**src/rtl/slp_pkg.sv**
```systemverilog
package slp_pkg;
  // Power state of the cache peripherals as seen by the controller.
  typedef enum logic {
    ST_AWAKE  = 1'b0,
    ST_ASLEEP = 1'b1
  } slp_state_e;

  localparam int DEF_IDLE_K    = 10;
  localparam int DEF_MISS_LAT  = 300;
  localparam int DEF_WAKE_LEAD = 10;
endpackage

```
**src/rtl/slp_rst_sync.sv**
```systemverilog
module slp_rst_sync (
  input  logic clk,
  input  logic rst_n,
  output logic rst_n_s
);
  logic [1:0] sync_q;

  // Assert asynchronously, release after two clock edges.
  always_ff @(posedge clk or negedge rst_n) begin
    if (!rst_n) sync_q <= 2'b00;
    else        sync_q <= {sync_q[0], 1'b1};
  end

  assign rst_n_s = sync_q[1];
endmodule

```
**src/rtl/slp_miss_timer.sv**
```systemverilog
module slp_miss_timer #(
  parameter int MISS_LAT = 300,
  parameter int REM_W    = 9
) (
  input  logic             clk,
  input  logic             rst_n,
  input  logic             miss_start,
  output logic             pend_q,
  output logic             pend_d,
  output logic [REM_W-1:0] rem_q,
  output logic [REM_W-1:0] rem_d
);
  localparam logic [REM_W-1:0] LAT_V = REM_W'(MISS_LAT);
  localparam logic [REM_W-1:0] ONE_V = REM_W'(1);

  logic adv;

  // A new miss always restarts the countdown; otherwise count down to return.
  always_comb begin
    pend_d = pend_q;
    rem_d  = rem_q;
    if (miss_start) begin
      pend_d = 1'b1;
      rem_d  = LAT_V;
    end else if (pend_q) begin
      rem_d  = rem_q - ONE_V;
      pend_d = (rem_q != ONE_V);
    end
  end

  assign adv = miss_start | pend_q;

  always_ff @(posedge clk or negedge rst_n) begin
    if (!rst_n) begin
      pend_q <= 1'b0;
      rem_q  <= '0;
    end else if (adv) begin
      pend_q <= pend_d;
      rem_q  <= rem_d;
    end
  end
endmodule

```
**src/rtl/slp_idle_mon.sv**
```systemverilog
module slp_idle_mon #(
  parameter int IDLE_K = 10,
  parameter int IDLE_W = 4
) (
  input  logic              clk,
  input  logic              rst_n,
  input  logic              pend_q,
  input  logic              iq_issue,
  input  logic              fu_exec,
  output logic [IDLE_W-1:0] idle_q,
  output logic [IDLE_W-1:0] idle_d
);
  localparam logic [IDLE_W-1:0] K_V   = IDLE_W'(IDLE_K);
  localparam logic [IDLE_W-1:0] ONE_V = IDLE_W'(1);

  logic active;
  logic en;

  assign active = iq_issue | fu_exec;

  // Saturating run length of idle cycles, counted only while a miss is open.
  always_comb begin
    if (!pend_q || active) idle_d = '0;
    else if (idle_q == K_V) idle_d = K_V;
    else                    idle_d = idle_q + ONE_V;
  end

  assign en = pend_q | (idle_q != '0);

  always_ff @(posedge clk or negedge rst_n) begin
    if (!rst_n)  idle_q <= '0;
    else if (en) idle_q <= idle_d;
  end
endmodule

```
**src/rtl/slp_sleep_ctl.sv**
```systemverilog
module slp_sleep_ctl import slp_pkg::*; #(
  parameter int IDLE_K    = 10,
  parameter int MISS_LAT  = 300,
  parameter int WAKE_LEAD = 10,
  parameter int IDLE_W    = 4,
  parameter int REM_W     = 9
) (
  input  logic              clk,
  input  logic              rst_n,
  input  logic              pend_d,
  input  logic [IDLE_W-1:0] idle_d,
  input  logic [REM_W-1:0]  rem_d,
  output logic              sleep,
  output logic              wake_done
);
  localparam logic [IDLE_W-1:0] K_V = IDLE_W'(IDLE_K);

  slp_state_e st_q, st_d;
  logic       sleep_ok;
  logic       wake_d;

  // Sleep is a registered function of the next-state counters, so it
  // changes on the same edge as the counters that justify it.
  generate
    if (WAKE_LEAD >= MISS_LAT) begin : g_never
      assign sleep_ok = 1'b0;
    end else begin : g_sched
      localparam logic [REM_W-1:0] LEAD_V = REM_W'(WAKE_LEAD);
      assign sleep_ok = pend_d && (idle_d == K_V) && (rem_d > LEAD_V);
    end
  endgenerate

  always_comb begin
    st_d   = sleep_ok ? ST_ASLEEP : ST_AWAKE;
    wake_d = (st_q == ST_ASLEEP) && !sleep_ok;
  end

  always_ff @(posedge clk or negedge rst_n) begin
    if (!rst_n) begin
      st_q      <= ST_AWAKE;
      wake_done <= 1'b0;
    end else begin
      st_q      <= st_d;
      wake_done <= wake_d;
    end
  end

  assign sleep = (st_q == ST_ASLEEP);
endmodule

```
**src/rtl/cache_sleep_ctrl.sv**
```systemverilog
module cache_sleep_ctrl import slp_pkg::*; #(
  parameter int IDLE_K    = DEF_IDLE_K,
  parameter int MISS_LAT  = DEF_MISS_LAT,
  parameter int WAKE_LEAD = DEF_WAKE_LEAD
) (
  input  logic clk,
  input  logic rst_n,
  input  logic miss_start,
  input  logic iq_issue,
  input  logic fu_exec,
  output logic sleep,
  output logic wake_done
);
  localparam int IDLE_W = $clog2(IDLE_K + 1);
  localparam int REM_W  = $clog2(MISS_LAT + 1);

  logic              rst_n_s;
  logic              pend_q, pend_d;
  logic [REM_W-1:0]  rem_q, rem_d;
  logic [IDLE_W-1:0] idle_q, idle_d;

  slp_rst_sync u_rst (
    .clk     (clk),
    .rst_n   (rst_n),
    .rst_n_s (rst_n_s)
  );

  slp_miss_timer #(
    .MISS_LAT (MISS_LAT),
    .REM_W    (REM_W)
  ) u_timer (
    .clk        (clk),
    .rst_n      (rst_n_s),
    .miss_start (miss_start),
    .pend_q     (pend_q),
    .pend_d     (pend_d),
    .rem_q      (rem_q),
    .rem_d      (rem_d)
  );

  slp_idle_mon #(
    .IDLE_K (IDLE_K),
    .IDLE_W (IDLE_W)
  ) u_idle (
    .clk      (clk),
    .rst_n    (rst_n_s),
    .pend_q   (pend_q),
    .iq_issue (iq_issue),
    .fu_exec  (fu_exec),
    .idle_q   (idle_q),
    .idle_d   (idle_d)
  );

  slp_sleep_ctl #(
    .IDLE_K    (IDLE_K),
    .MISS_LAT  (MISS_LAT),
    .WAKE_LEAD (WAKE_LEAD),
    .IDLE_W    (IDLE_W),
    .REM_W     (REM_W)
  ) u_ctl (
    .clk       (clk),
    .rst_n     (rst_n_s),
    .pend_d    (pend_d),
    .idle_d    (idle_d),
    .rem_d     (rem_d),
    .sleep     (sleep),
    .wake_done (wake_done)
  );
endmodule

```
**config.mk**
```make
export PLATFORM = sky130hd
export DESIGN_NAME = cache_sleep_ctrl
export DESIGN_NICKNAME = d
export VERILOG_FILES = /design/src/rtl/slp_pkg.sv /design/src/rtl/slp_rst_sync.sv /design/src/rtl/slp_miss_timer.sv /design/src/rtl/slp_idle_mon.sv /design/src/rtl/slp_sleep_ctl.sv /design/src/rtl/cache_sleep_ctrl.sv
export SDC_FILE = /design/constraint.sdc
export NUM_CORES = 1
export LEC_CHECK = 0
export BUFFER_PORTS_ARGS = -buffer_cell sky130_fd_sc_hd__buf_2
export CORE_ASPECT_RATIO = 0.9
export CORE_MARGIN = 2
export CORE_UTILIZATION = 51
export DETAILED_ROUTE_END_ITERATION = 12
export GPL_TIMING_DRIVEN = 0
export HOLD_SLACK_MARGIN = 0.12
export MAX_ROUTING_LAYER = met4
export PLACE_DENSITY_LB_ADDON = 0.05
export SYNTH_ARGS = -nofsm -noshare
export SYNTH_HDL_FRONTEND = slang
export SYNTH_HIERARCHICAL = 1
export SYNTH_SLANG_ARGS = --single-unit
```
**constraint.sdc**
```tcl
create_clock -name clk -period 0.8 [get_ports clk]
set_clock_uncertainty 0.05 [all_clocks]
set_input_delay 0.16 -clock clk [delete_from_list [all_inputs] [get_ports clk]]
set_output_delay 0.16 -clock clk [all_outputs]
set_load 0.02 [all_outputs]
```
# After elaboration in Yosys (flattened, before gate mapping)
# Index checks and enable logic that the tools add are counted.
# totals
output_inout_bits,2
wordCells,29
ff_bits,18
in_bits,5
# op_classes
add_sub_neg,2
bitwise_logic,3
magnitude_cmp,1
reduce_logical,7
eq_ne,3
muxes,7
# ops
op,n
9-bit two-way mux,2
"9-bit by 4-bit > comparator with 1-bit output, second input constant",1
"9-bit by 1-bit != test with 1-bit output, second input constant",1
"9-bit by 1-bit subtractor with 9-bit output, second input constant",1
"4-bit equality test, second input constant",2
4-bit two-way mux,2
"4-bit by 1-bit adder with 4-bit output, second input constant",1
4-bit nonzero test,1
1-bit logical AND,3
1-bit two-way mux,3
1-bit OR,3
1-bit logical NOT,2
1-bit logical OR,1

# Longest topological paths before layout
# logic_depth
depth_word,8
ltp_mapped,8
depth_no_buf,8

# By module
# Netlist, hierarchy kept.
# by_module_without_submodules
module,cells_per_inst,area_each_um2,seq_area_each_um2,n_inst
slp_miss_timer,62,595.6,250.2,1
slp_idle_mon,25,289.0,100.1,1
slp_sleep_ctl,11,113.9,50.0,1
slp_rst_sync,3,53.8,50.0,1

# Least setup slack after synthesis
# No wires, ideal clock.
# synth_timing
kind,register to register
start,reg u_timer.pend_q
end,reg u_ctl.wake_done
t_arrival_ns,2.142
setup_slack_ns,-1.513
required_time_ns,0.629
setup_time_ns,0.121
n_path_buf,2
period_less_slack_ns,2.313
stages_incl_launch_ff,9
path_cell_list,dfrtp_1 > buf_4 > or4b_1 > buf_2 > or4_4 > a21oi_1 > nor3_2 > and3_1 > a22o_1
# synth_via
word_cells_on_any_way,13
cone_classes,order compare (1); eq/ne (1); mux (5); reduce/logical (6)
# synth_lines
element,line_no,rtl
from (decl),slp_miss_timer.sv:8,"output logic pend_q,"
from (signal assigned),slp_miss_timer.sv:38,pend_q <= pend_d;
9-bit two-way mux,slp_miss_timer.sv:25,end else if (pend_q) begin
9-bit two-way mux,slp_miss_timer.sv:22,if (miss_start) begin
named net rem_d[7],cache_sleep_ctrl.sv:19,"logic [REM_W-1:0] rem_q, rem_d;"
9-bit by 4-bit > comparator with 1-bit output,slp_sleep_ctl.sv:29,assign sleep_ok = pend_d && (idle_d == K_V) && (rem_d > LEAD_V);
1-bit logical AND,slp_sleep_ctl.sv:29,
1-bit logical NOT,slp_sleep_ctl.sv:35,wake_d = (st_q == ST_ASLEEP) && !sleep_ok;
1-bit logical AND,slp_sleep_ctl.sv:35,
named net u_ctl.wake_d,slp_sleep_ctl.sv:20,logic wake_d;
to (signal assigned),slp_sleep_ctl.sv:44,wake_done <= wake_d;
to (decl),slp_sleep_ctl.sv:14,output logic wake_done
# The timed path passes the listed nets, and every way through them passes these cells.
# A chain may end at the register's enable or synchronous reset.

# Worst setup path in the final report
# layout_timing
start,reg u_timer.rem_q[2]
end,reg u_ctl.wake_done
# layout_via
elab_chain_len,7
word_cells_on_any_way,11
cone_classes,add/sub (1); order compare (1); eq/ne (1); mux (4); reduce/logical (4)
# layout_lines
element,line_no,rtl
from (decl),slp_miss_timer.sv:10,"output logic [REM_W-1:0] rem_q,"
from (signal assigned),slp_miss_timer.sv:39,rem_q <= rem_d;
9-bit by 1-bit subtractor with 9-bit output,slp_miss_timer.sv:26,rem_d = rem_q - ONE_V;
9-bit two-way mux,slp_miss_timer.sv:25,
9-bit two-way mux,slp_miss_timer.sv:22,
named net rem_d[5],cache_sleep_ctrl.sv:19,
9-bit by 4-bit > comparator with 1-bit output,slp_sleep_ctl.sv:29,
1-bit logical AND,slp_sleep_ctl.sv:29,
1-bit logical NOT,slp_sleep_ctl.sv:35,
1-bit logical AND,slp_sleep_ctl.sv:35,
named net u_ctl.wake_d,slp_sleep_ctl.sv:20,
# The timed path passes the listed nets, and every way through them passes these cells.

==> results.yml <==
placed_design:
  dp_worst_setup_slack_ns: -1.58
  place.gp.congestion: 0.860
  portBuffers: 6
  hpwl_mm: 1.46
route:
  first_iter_violations: 8
  ant_nets: 0
  vias: 854
  dr.pass1.iters: 4
  wl_mm: 2.52
  viasPerCell: 5.47
  wl_per_cell_microns: 16.1
  drc: 0
global_routing:
  grt_usage_pct: 25.6
  grt_util_met2_pct: 38.7
  grt_pass1_wl_mm: 4.28
  grt_busiest_layer: "met2"
  antenna_found_initial: 0
  grt_start_max_net_pins: 17
  met3_usage_pct: 5.10
  grt_pass1_vias: 876
  grt_overflow: 0
  use_met1_pct: 34.4
logic_synthesis:
  synthFlopType: "dfrtp_1"
  yosysMostFrequentCell: "dfrtp_1"
  synth.area.top_cells: "dfrtp_1, ha_1, nand2b_1"
  netlist.top_cell.by_area: "dfrtp_1"
  synth_warnings: 6
  synth_common_cells: "dfrtp_1, nor2_1, nand2b_1, ha_1, inv_1"
  syn_inst: 101
  ys_seq_area_share_pct: 42.8
  synthDistinctLibCells: 43
  synth_top_area_share_pct: 42.8
  synth-edff-count: 0
  ys_seq_elements: 18
  async_flop_share_pct: 100
  synth_fp_nets: 111
  syn_area_per_cell_sq_um: 10.4
  netlist_area_sq_um: 1050
sta:
  worstMarginPinSlew_ns: 0.659
  fin_crit_sh_pct: 276
  final_hold_viol_count: 0
  slew_headroom_pct: 56.1
  maxSlewViolCount: 0
  setup_viol: 18
  fin_crit_ns: 2.21
  fmax_ghz: 0.453
  worst_slack_ns: -1.41
  rsz0062_at_grt: "yes"
critical_path:
  r2r_slack_ns: -1.41
  worst_r2r_startpoint: "u_timer/rem_q[2]"
  reg2reg_to: "u_ctl/wake_done"
  startpoint_type: "register"
  cp_slowest_cell: "or4b_4"
  worstPathRequired_ns: 0.99
  path_cells: "or4b_4 -> o31a_1 -> or3_1 -> nor3_2 -> and3_1 -> a22o_1"
  cp-end-kind: "register"
  crit_arrival_ns: 2.39
  reg2regPathDepth: 6
  worstSetupPathType: "reg2reg"
  critical-path-max-stage-delay_ns: 0.57
  worstPathMaxFanout: 3
clock_network:
  cts_buffers: 3
  clock-sinks: 18
  clockRootBuffer: "clkbuf_4"
  clk_latency_ns: 0.30
  clkTransAtPathRegs_ns: 0.11
  cts_tree: "done"
  clk_path_buf_depth: 2
  h-tree-depth: 1
die:
  rows: 15
  die_area_sq_um: 2440
  io_pins: 7
  fp.dieW_microns: 51.9
  die_height_microns: 47.1
  core_area_sq_um: 1930
  initial_core_util_pct: 54.4
final_layout:
  n_antenna_cell: 0
  area_growth_pct: 54.8
  utilization_pct: 84.3
  fill_cells: 103
  nets: 142
  drive_above_1_share_pct: 56.5
flow_run:
  drv_cap: 0
run_status:
  outcome: "finished, violations left"
  violations: "negative setup slack"
pwr:
  leakagePower_uw: 0.000693
  ir_drop_v: 0.00121
  power_per_cell_area_nw_per_um2: 1250
min_path:
  worstHoldPathType: "in2async"
[per-stage QoR]
| step | setup TNS [ns] | std cells | hold slack (ns) | power [uW] | cell area (sq um) |
|---|---|---|---|---|---|
| after global placement | -11.79 | 132 | -0.106 | 1270 | 1180 |
| final | -11.89 | 156 | 0.119 | 2040 | 1630 |
| after detailed placement | -11.96 | 132 | -0.103 | 1280 | 1180 |
| after CTS | -11.42 | 153 | 0.0976 | 1990 | 1500 |
| after floorplan | -9.78 | 101 | -0.186 | 1210 | 1120 |
| after global routing | -14.65 | 156 | 0.123 | 2150 | 1630 |
[logic make-up (layout without fill, tap and decap cells)]
group / count (synthesis) / after routing / share of synthesized area [%]
and+or+nand+nor: 44 / 44 / 27.7
muxes: 4 / 4 / 4.04
other: 1 / 1 / 0.356
adders and majority gates: 5 / 5 / 5.95
AOI/OAI and AO/OA: 15 / 15 / 11.3
DFF: 18 / 18 / 42.8
xor gates and xnor gates: 5 / 5 / 4.16
buffers and inverters: 9 / 39 / 3.69
[layout by cell type (no fill, tap or decap), types with 2 or more instances in the layout]
| cell type | n |
|---|---|
| dfrtp_1 | 15 |
| buf_4 | 13 |
| buf_6 | 9 |
| nor2_1 | 9 |
| nand2b_1 | 7 |
| buf_2 | 4 |
| clkbuf_4 | 3 |
| nor3b_2 | 3 |
| inv_1 | 3 |
| ha_4 | 3 |
| dfrtp_2 | 3 |
| a21oi_2 | 3 |
| a22o_1 | 2 |
| or4b_4 | 2 |
| ha_1 | 2 |
| or4_4 | 2 |
| clkbuf_1 | 2 |
| a31o_2 | 2 |
| or3_1 | 2 |
| xnor2_4 | 2 |
| mux2i_1 | 2 |
[critical path, delay by kind of cell (launching register included)]
kind / cells / cell delay, ns
AOI/OAI and AO/OA: 2 / 0.40
DFF: 1 / 0.41
and+or+nand+nor: 4 / 1.30
[report_power, final]
part	internal, uW	switching [uW]
registers	949	71.8
logic	230	221
clock network	278	294
total	1460	587
[worst max-delay path by stage]
| stage | startpoint | end | depth (start not counted) |
|---|---|---|---|
| floorplan | u_timer/pend_q | u_ctl/wake_done | 8 |
| global placement | u_timer/pend_q | u_ctl/wake_done | 8 |
| detailed placement | u_timer/pend_q | u_ctl/wake_done | 8 |
| CTS | u_timer/rem_q[2] | u_ctl/wake_done | 6 |
| global route | u_timer/rem_q[1] | u_ctl/wake_done | 6 |
| finish | u_timer/rem_q[2] | u_ctl/wake_done | 6 |
[per-layer routing]
| layer | up-vias | wire [microns] |
|---|---|---|
| met2 | 17 | 1200 |
| li1 | 420 | - |
| met3 | 2 | 70 |
| met1 | 415 | 1220 |
| met4 | 0 | 21 |
| met5 | - | 0 |
[repair_timing]
item	in CTS	in global routing
setup buffers	17	3
endpoints found under the setup margin	34	34
hold buffers	1	0
resized for setup	34	14
pin swaps	11	7
endpoints found under the hold margin	2	0
[flip-flops by register name, summed over array words and instances (netlist names)]
register and flops:
u_ctl/sleep 1, u_ctl/wake_done 1, u_rst/sync_q 2, u_idle/idle_q 4
u_timer/pend_q 1, u_timer/rem_q 9
[final cells by class]
class / count / area (sq um) / share of cell area (%)
multi-input combinational: 74 / 830 / 50.9
sequential: 18 / 454 / 27.9
timing repair buffer: 27 / 238 / 14.6
clock buffer: 4 / 36.3 / 2.23
tap: 25 / 31.3 / 1.92
inverter: 5 / 21.3 / 1.31
buffer: 3 / 18.8 / 1.15
Note: power is estimated with default switching activity, not from simulation.
